## src/rtl/id_screen_pkg.sv

```systemverilog
package id_screen_pkg;
    parameter int FLT_N  = 4;
    parameter int WORD_W = 32;
    parameter int ADDR_W = 4;
    localparam int IDX_W = $clog2(FLT_N);

    localparam int A_EN_SET   = 0;
    localparam int A_EN_CLR   = 1;
    localparam int A_STATUS   = 2;
    localparam int A_FLT_BASE = 8;

    typedef struct packed {
        logic             valid;
        logic             accept;
        logic [IDX_W-1:0] idx;
    } decision_t;

    // lowest set bit index of a candidate vector, 0 when none
    function automatic logic [IDX_W-1:0] first_hit(input logic [FLT_N-1:0] cand);
        logic [IDX_W-1:0] r;
        r = '0;
        for (int k = FLT_N - 1; k >= 0; k--) begin
            if (cand[k]) r = IDX_W'(k);
        end
        return r;
    endfunction
endpackage

```

## src/rtl/id_screen_regs.sv

```systemverilog
module id_screen_regs
    import id_screen_pkg::*;
#(
    parameter int NF = FLT_N,
    parameter int DW = WORD_W,
    parameter int AW = ADDR_W
) (
    input  logic                   clk,
    input  logic                   rst,
    input  logic                   wr_en,
    input  logic [AW-1:0]          wr_addr,
    input  logic [DW-1:0]          wr_data,
    input  logic [AW-1:0]          rd_addr,
    input  logic                   busy,
    output logic [DW-1:0]          rd_data,
    output logic [NF-1:0]          en_q,
    output logic [NF-1:0][DW-1:0]  mask_q,
    output logic [NF-1:0][DW-1:0]  ref_q
);
    localparam logic [AW-1:0] ADDR_SET  = AW'(A_EN_SET);
    localparam logic [AW-1:0] ADDR_CLR  = AW'(A_EN_CLR);
    localparam logic [AW-1:0] ADDR_STAT = AW'(A_STATUS);

    always_ff @(posedge clk) begin
        if (rst) begin
            en_q <= '0;
        end else if (wr_en && wr_addr == ADDR_SET) begin
            en_q <= en_q | wr_data[NF-1:0];
        end else if (wr_en && wr_addr == ADDR_CLR) begin
            en_q <= en_q & ~wr_data[NF-1:0];
        end
    end

    p_en_keep_r2: assert property (@(posedge clk) disable iff (rst)
        (wr_en && wr_addr == ADDR_SET) |=> ((en_q & $past(en_q)) == $past(en_q)));

    generate
        for (genvar k = 0; k < NF; k++) begin : g_flt
            localparam logic [AW-1:0] ADDR_M = AW'(A_FLT_BASE + 2 * k);
            localparam logic [AW-1:0] ADDR_R = AW'(A_FLT_BASE + 2 * k + 1);
            logic open_k;
            assign open_k = wr_en && !busy && !en_q[k];

            always_ff @(posedge clk) begin
                if (rst) begin
                    mask_q[k] <= '0;
                    ref_q[k]  <= '0;
                end else begin
                    if (open_k && wr_addr == ADDR_M) mask_q[k] <= wr_data;
                    if (open_k && wr_addr == ADDR_R) ref_q[k]  <= wr_data;
                end
            end

            p_mask_guard_r4: assert property (@(posedge clk) disable iff (rst)
                (wr_en && wr_addr == ADDR_M && (en_q[k] || busy)) |=> $stable(mask_q[k]));
            p_ref_guard_r5: assert property (@(posedge clk) disable iff (rst)
                (wr_en && wr_addr == ADDR_R && (en_q[k] || busy)) |=> $stable(ref_q[k]));
        end
    endgenerate

    always_comb begin
        rd_data = '0;
        if (rd_addr == ADDR_SET) rd_data[NF-1:0] = en_q;
        if (rd_addr == ADDR_STAT) rd_data[0] = busy;
        for (int k = 0; k < NF; k++) begin
            if (rd_addr == AW'(A_FLT_BASE + 2 * k))     rd_data = mask_q[k];
            if (rd_addr == AW'(A_FLT_BASE + 2 * k + 1)) rd_data = ref_q[k];
        end
    end
endmodule

```

## src/rtl/id_screen_match.sv

```systemverilog
module id_screen_match
    import id_screen_pkg::*;
#(
    parameter int NF = FLT_N,
    parameter int DW = WORD_W
) (
    input  logic [DW-1:0]          rx_id,
    input  logic [NF-1:0][DW-1:0]  mask_q,
    input  logic [NF-1:0][DW-1:0]  ref_q,
    output logic [NF-1:0]          hit
);
    generate
        for (genvar k = 0; k < NF; k++) begin : g_cmp
            assign hit[k] = ~|((rx_id ^ ref_q[k]) & mask_q[k]);
        end
    endgenerate
endmodule

```

## src/rtl/id_screen_pick.sv

```systemverilog
module id_screen_pick
    import id_screen_pkg::*;
#(
    parameter int NF = FLT_N
) (
    input  logic [NF-1:0]    hit,
    input  logic [NF-1:0]    en,
    output logic             accept,
    output logic [IDX_W-1:0] idx
);
    logic [NF-1:0] cand;
    assign cand   = hit & en;
    assign accept = (en == '0) || (cand != '0);
    assign idx    = first_hit(cand);
endmodule

```

## src/rtl/id_screen_top.sv

```systemverilog
module id_screen_top
    import id_screen_pkg::*;
(
    input  logic                  clk,
    input  logic                  rst,
    input  logic                  reg_wr,
    input  logic [ADDR_W-1:0]     reg_waddr,
    input  logic [WORD_W-1:0]     reg_wdata,
    input  logic [ADDR_W-1:0]     reg_raddr,
    output logic [WORD_W-1:0]     reg_rdata,
    input  logic                  id_valid,
    input  logic [WORD_W-1:0]     id_word,
    output logic                  busy,
    output logic                  dec_valid,
    output logic                  dec_accept,
    output logic [IDX_W-1:0]      dec_idx
);
    logic [FLT_N-1:0]             en_q;
    logic [FLT_N-1:0][WORD_W-1:0] mask_q;
    logic [FLT_N-1:0][WORD_W-1:0] ref_q;
    logic [FLT_N-1:0]             hit;
    logic                         pick_acc;
    logic [IDX_W-1:0]             pick_idx;

    logic              s1_v;
    logic [WORD_W-1:0] s1_id;
    decision_t         dec_q;

    assign busy = id_valid | s1_v;

    id_screen_regs u_regs (
        .clk(clk), .rst(rst), .wr_en(reg_wr), .wr_addr(reg_waddr),
        .wr_data(reg_wdata), .rd_addr(reg_raddr), .busy(busy),
        .rd_data(reg_rdata), .en_q(en_q), .mask_q(mask_q), .ref_q(ref_q)
    );

    id_screen_match u_match (
        .rx_id(s1_id), .mask_q(mask_q), .ref_q(ref_q), .hit(hit)
    );

    id_screen_pick u_pick (
        .hit(hit), .en(en_q), .accept(pick_acc), .idx(pick_idx)
    );

    always_ff @(posedge clk) begin
        if (rst) begin
            s1_v  <= 1'b0;
            s1_id <= '0;
            dec_q <= '0;
        end else begin
            s1_v  <= id_valid;
            if (id_valid) s1_id <= id_word;
            dec_q.valid  <= s1_v;
            dec_q.accept <= s1_v & pick_acc;
            dec_q.idx    <= s1_v ? pick_idx : '0;
        end
    end

    assign dec_valid  = dec_q.valid;
    assign dec_accept = dec_q.accept;
    assign dec_idx    = dec_q.idx;

    p_latency_r8: assert property (@(posedge clk) disable iff (rst)
        id_valid |-> ##2 dec_valid);
    p_busy_hold_r5: assert property (@(posedge clk) disable iff (rst)
        id_valid |=> busy);
    p_open_accept_r3: assert property (@(posedge clk) disable iff (rst)
        (dec_valid && $past(en_q) == '0) |-> (dec_accept && dec_idx == '0));
    p_reject_idx_r9: assert property (@(posedge clk) disable iff (rst)
        (dec_valid && !dec_accept) |-> (dec_idx == '0));
    p_no_stray_r8: assert property (@(posedge clk) disable iff (rst)
        (!$past(busy) && !busy) |-> !dec_valid);
endmodule

```

## config.mk

```make
export PLATFORM = sky130hd
export DESIGN_NAME = id_screen_top
export DESIGN_NICKNAME = d
export VERILOG_FILES = /design/src/rtl/id_screen_pkg.sv /design/src/rtl/id_screen_regs.sv /design/src/rtl/id_screen_match.sv /design/src/rtl/id_screen_pick.sv /design/src/rtl/id_screen_top.sv
export SDC_FILE = /design/constraint.sdc
export NUM_CORES = 1
export LEC_CHECK = 0
export BUFFER_PORTS_ARGS = -buffer_cell sky130_fd_sc_hd__buf_2
export CORE_MARGIN = 5
export CORE_UTILIZATION = 50
export CTS_BUF_LIST = sky130_fd_sc_hd__clkbuf_16
export CTS_CLUSTER_DIAMETER = 50
export DETAILED_ROUTE_END_ITERATION = 16
export PLACE_DENSITY = 0.71
export SYNTH_ARGS = -nofsm -noshare
export SYNTH_HDL_FRONTEND = slang
export SYNTH_SLANG_ARGS = --single-unit
```

## constraint.sdc

```tcl
create_clock -name clk -period 1.9 [get_ports clk]
set_input_delay 0.095 -clock clk [delete_from_list [all_inputs] [get_ports clk]]
set_output_delay 0.095 -clock clk [all_outputs]
set_load 0.1 [all_outputs]
```

==> Word level (Yosys, flattened, before mapping) <==
Cells that the tools add are included.
{ "classes": {"addsub": 0, "multipliers": 0, "div_mod_pow": 0, "magnitude_cmp": 0, "eq_ne": 18, "shifts": 0, "mux": 15, "bitwise_logic": 15, "reduce_logical": 36} }
{ "ops": {"columns": ["cell", "count"], "rows": [
  ["$mux W32", 8],
  ["$and A32 B32 Y32", 4],
  ["$reduce_or A32 Y1", 4],
  ["$xor A32 B32 Y32", 4],
  ["$eq A4 B4 Y1 const B", 16],
  ["$logic_and A1 B1 Y1", 15],
  ["$logic_not A4 Y1", 3],
  ["$mux W4", 3],
  ["$logic_not A1 Y1", 9],
  ["$and A4 B4 Y4", 2],
  ["$eq A4 B1 Y1 const B", 1],
  ["$eq A4 B2 Y1 const B", 1],
  ["$mux W2", 2],
  ["$not A4 Y4", 1],
  ["$or A4 B4 Y4", 1],
  ["$reduce_bool A4 Y1", 1],
  ["$reduce_or A4 Y1", 1],
  ["$reduce_or A3 Y1", 1],
  ["$mux W1", 2],
  ["$reduce_bool A2 Y1", 1],
  ["$and A1 B1 Y1", 1],
  ["$logic_or A1 B1 Y1", 1],
  ["$not A1 Y1", 1],
  ["$or A1 B1 Y1", 1]
]} }
{ "word_totals": {"ff_bits": 297, "latchBits": 0, "ramBits": 0, "rom_bits": 0, "inputBits": 76, "out_inout_bits": 37, "wordCells": 99, "mem_count": 0} }

==> Depth between registers and ports, before layout <==
{ "logic_depth": {"word_depth": 11, "depth_mapped": 10, "depth_no_buf": 6} }

==> By module <==
From an unflattened synthesis, not the netlist that was laid out.
{ "unflattened": {"cells_unflattened": 1824, "hier_area_um2": 14809.2} }
{ "by_module_without_submodules": {"columns": ["mod", "n_inst", "cells_each", "area_each_um2", "seq_area_each_um2"], "rows": [
  ["id_screen_regs", 1, 1489, 11702.5, 5205.0],
  ["id_screen_match", 1, 212, 1745.4, 0.0],
  ["id_screen_top", 1, 115, 1310.0, 740.7],
  ["id_screen_pick", 1, 8, 51.3, 0.0]
]} }

==> Least setup slack after synthesis <==
No wires, ideal clock.
{ "synth_path": {"kind": "input -> output", "from": "input port reg_raddr[1]", "to": "output port reg_rdata[3]", "arrival_time_ns": 2.714, "t_required_ns": 1.805, "slack_ns": -0.909, "path_stages": 8, "n_path_buf": 4, "cell_sequence": "buf_4 > nor2b_1 > buf_2 > and2_4 > buf_6 > buf_2 > a22oi_1 > a31oi_1"} }
{ "synth_between": {"elab_chain_len": 10, "elab_cells_between_ends": 18, "cone_classes": "8 x eq/ne; 9 x mux; 1 x reduce/logical"} }
{ "synth_lines": {"columns": ["item", "line_no", "rtl"], "rows": [
  ["start, declared", "id_screen_top.sv:9", "input logic [ADDR_W-1:0] reg_raddr,"],
  ["$logic_not A4 Y1", "id_screen_regs.sv:63", "if (rd_addr == ADDR_SET) rd_data[NF-1:0] = en_q;"],
  ["$mux W4", "id_screen_regs.sv:63", null],
  ["$mux W32", "id_screen_regs.sv:66", "if (rd_addr == AW'(A_FLT_BASE + 2 * k)) rd_data = mask_q[k];"],
  ["$mux W32", "id_screen_regs.sv:67", "if (rd_addr == AW'(A_FLT_BASE + 2 * k + 1)) rd_data = ref_q[k];"],
  ["$mux W32", "id_screen_regs.sv:66", null],
  ["$mux W32", "id_screen_regs.sv:67", null],
  ["$mux W32", "id_screen_regs.sv:66", null],
  ["$mux W32", "id_screen_regs.sv:67", null],
  ["$mux W32", "id_screen_regs.sv:66", null],
  ["$mux W32 *", "id_screen_regs.sv:67", null],
  ["end, declared", "id_screen_top.sv:10", "output logic [WORD_W-1:0] reg_rdata,"]
]} }
Every way passes the cells marked *; elsewhere a longest branch is shown, timed or not.

==> Worst setup path after layout <==
{ "layout_path": {"from": "register u_regs.ref_q[33] (netlist name)", "to": "output port reg_rdata[1]"} }
{ "layout_between": {"elab_chain_len": 5} }
{ "layout_lines": {"columns": ["item", "line_no", "rtl"], "rows": [
  ["start, declared", "id_screen_regs.sv:18", "output logic [NF-1:0][DW-1:0] ref_q"],
  ["start signal, assigned by index", "id_screen_regs.sv:50", "if (open_k && wr_addr == ADDR_R) ref_q[k] <= wr_data;"],
  ["$mux W32", "id_screen_regs.sv:67", null],
  ["$mux W32", "id_screen_regs.sv:66", null],
  ["$mux W32", "id_screen_regs.sv:67", null],
  ["$mux W32", "id_screen_regs.sv:66", null],
  ["$mux W32", "id_screen_regs.sv:67", null]
]} }
No other way between the ends.

==> reports/results.ini <==
[routing]
drt.antenna.violating_nets = 0
dr.pass1.iters = 6
vias = 15000
first_iter_violations = 2374
detail_route.drc_violations = 0
detail_route.wirelength_um = 59500
route.detailed.vias_per_inst = 6.04
detail_route.wl_per_cell_um = 24.0

[setup_path]
setup.worst_path.class = register to primary output
crit_path_cell_trace = mux2_4 > a22o_1 > a222oi_1 > buf_4 > a31oi_4 > buf_12
cp-start-kind = register
crit_arrival_ps = 2050
critPathCaptureType = primary output
worst_path_dominant_cell_family = compound AO/OA/AOI/OAI gates
critical-path-slowest-cell = sky130_fd_sc_hd__dfxtp_2
worstPathRequired_ps = 1800
path_max_fanout = 2
cp_slowest_stage_delay_ps = 330
cp.buffers_inverters = 2

[logic_synthesis]
syn-cell-area_mm2 = 0.0143
synth_edf_count = 0
syn_inst = 1858
yosys_register_bits = 297
yosysWarningCount = 0
synth_fp_nets = 1934
synth-seq-area-share = 0.415
dominantRegCellSynth = sky130_fd_sc_hd__dfxtp_1
synth_area_per_cell_um2 = 7.71
yosys.cell_types.count = 54
ys_async_sr_fraction = 0

[cts]
tritoncts.num_buffers = 36
clkSlewWorstSetupHoldPaths_ps = 60
clk_latency_ps = 520
root_buffer = sky130_fd_sc_hd__clkbuf_16
cts.htree.levels = 2
tritoncts = yes
cts_buffer_depth = 3
numClockSinks = 297

[timing]
finalHoldViolations = 0
slew_headroom = 0.424
skew_ps = 15.5
timing.final.crit_share = 1.13
report.final.setup_viol = 25
setup_ws_ps = -249
rsz0062_at_grt = yes
worst_slew_pin_slew_ps = 865
report.final.slew_viol_count = 0
clock.fmax_mhz = 465
fin_crit_ps = 2150

[power_and_ir_drop]
leakage_power_nw = 7.68
worst_ir_drop_vdd_mv = 0.805
pwr_density_cell_mw_per_mm2 = 763

[placed_design]
finalWeightedCongestion = 0.996
dp.final_hpwl_um = 39400
dpl.cell_count = 2322
buffer_ports.inserted = 112
place_ws_ps = -105

[final_layout]
multi_input_comb_area_mm2 = 0.00794
final_cell_count_no_fill = 2485
layout-drive-gt1-share = 0.231
num-fill-cells = 2350
mostFrequentLayoutCell = sky130_fd_sc_hd__nand2_1
ff_latch_area_mm2 = 0.00602
mostFrequentLayoutCells = 559 x sky130_fd_sc_hd__nand2_1, 271 x sky130_fd_sc_hd__a21oi_1, 250 x sky130_fd_sc_hd__dfxtp_1
finalNetCount = 2153
syn2layout_area_growth_pct = 33.4

[floorplanning]
core-area_mm2 = 0.0285
floorplan.die_area_mm2 = 0.0321
io_pins = 113
die_width_um = 179
floorplan.initialDensity = 0.503
num_rows = 62
die_span_in_y_um = 179

[grt]
antenna_found_initial = 1
grt-ovfl-total = 0
groute.usage.overall = 0.366
first_global_vias = 14600
first_pass_grt_wire_length_um = 88600
largest_net_degree_at_the_start_of_global_routing = 91

[job]
drv_cap = 0

[outcome]
failing_checks = setup timing
status = finished, violations left

[worst_hold_path]
hold_class = input pin to register

==> report_power, final <==
group / internal (mW) / total (mW) / switching (mW)
Clock: 3.79 / 6.50 / 2.71
Sequential: 6.30 / 6.41 / 0.107
Combinational: 0.657 / 1.66 / 1.00
Total: 10.8 / 14.6 / 3.82
==> cell usage after synthesis (6+ instances only) <==
cell / instances / area share
sky130_fd_sc_hd__o21ai_1: 30 / 0.010
sky130_fd_sc_hd__a22o_1: 12 / 0.0073
sky130_fd_sc_hd__mux2_2: 6 / 0.0047
sky130_fd_sc_hd__a21oi_1: 278 / 0.097
sky130_fd_sc_hd__nor2_1: 77 / 0.020
sky130_fd_sc_hd__a221oi_1: 9 / 0.0055
sky130_fd_sc_hd__and2_1: 11 / 0.0048
sky130_fd_sc_hd__xor2_1: 128 / 0.078
sky130_fd_sc_hd__buf_6: 9 / 0.0071
sky130_fd_sc_hd__nand2_1: 571 / 0.15
sky130_fd_sc_hd__o2bb2ai_1: 6 / 0.0037
sky130_fd_sc_hd__a22oi_1: 91 / 0.048
sky130_fd_sc_hd__a222oi_1: 6 / 0.0042
sky130_fd_sc_hd__mux2i_1: 49 / 0.034
sky130_fd_sc_hd__a211oi_1: 14 / 0.0073
sky130_fd_sc_hd__clkbuf_1: 85 / 0.022
sky130_fd_sc_hd__nand4_1: 25 / 0.011
sky130_fd_sc_hd__buf_2: 88 / 0.031
sky130_fd_sc_hd__dfxtp_1: 297 / 0.42
==> area by class of cell <==
class | count | share of cell area
Inverter | 2 | 0.000393
Multi-Input combinational cell | 1372 | 0.416
Clock inverter | 24 | 0.00884
Tap cell | 384 | 0.0252
Timing Repair Buffer | 368 | 0.186
Sequential cell | 297 | 0.315
Clock buffer | 37 | 0.0485
Antenna cell | 1 | 0.000131
==> per-stage QoR <==
stage	power, mW	util	area, um2	TNS, ps	hold slack, ps
3_5_place_dp	8.01	0.589	16800	-652	335
4_1_cts	14.5	0.667	19000	-1940	35.0
6_report	14.6	0.671	19100	-2130	49.2
3_3_place_gp	8.00	0.589	16800	-397	329
2_1_floorplan	7.38	-	14600	0	211
5_1_grt	14.9	0.671	19100	-3820	77.6
==> state kept, by name, indices dropped and copies added, names as in the netlist, named ones only <==
signal and count:
dec_accept 1, dec_idx 2, dec_valid 1, s1_id 32
s1_v 1, u_regs.mask_q 128, u_regs.ref_q 128
==> logic make-up (layout without fill, tap and decap cells) <==
kind of cell           Yosys count  count (layout)  synth area share
AND/OR/NAND/NOR                719             720             0.204
AO/OA/AOI/OAI                  469             469             0.200
flip-flops                     297             297             0.415
buffers and inverters          190             431            0.0633
XOR/XNOR                       128             128            0.0783
multiplexers                    55              55            0.0390
other                            0               1                 0
==> path summary, 6_finish.rpt <==
check,start,end,slack [ps],depth (start not counted)
hold reg to reg,u_regs.mask_q[36]$_SDFFE_PP0P_,u_regs.mask_q[36]$_SDFFE_PP0P_,470,2
setup reg to reg,s1_id[23]$_SDFFE_PP0P_,dec_idx[0]$_SDFF_PP0_,-90,6
hold / removal,reg_waddr[3],register,50,4
setup / recovery,u_regs.ref_q[33]$_SDFFE_PP0P_,reg_rdata[1],-250,6
==> routing by layer <==
layer / global-route usage / wire length (um) / vias to the layer above
met2: 0.576 / 26600 / 984
met4: 0.189 / 3490 / 2
met5: 0 / 16 / -
met3: 0.0704 / 6630 / 218
met1: 0.477 / 22800 / 7106
li1: - / - / 6695
==> worst register-to-register path: cells and delay by family (launching register included) <==
kind                   cells  cell delay [ps]
XOR/XNOR                   1              150
flip-flops                 1              330
AND/OR/NAND/NOR            1              320
buffers and inverters      1              120
AO/OA/AOI/OAI              3             1010
==> what timing repair did <==
| action | in CTS | in global routing |
|---|---|---|
| buffers inserted | 29 | 2 |
| gates cloned | 1 | 0 |
| resized for setup | 72 | 27 |
| pin swaps | 67 | 24 |
| endpoints found under the hold margin | 293 | 0 |
| hold buffers | 74 | 0 |
| endpoints found under the setup margin | 24 | 68 |
Power figures use the tool's default switching activity.
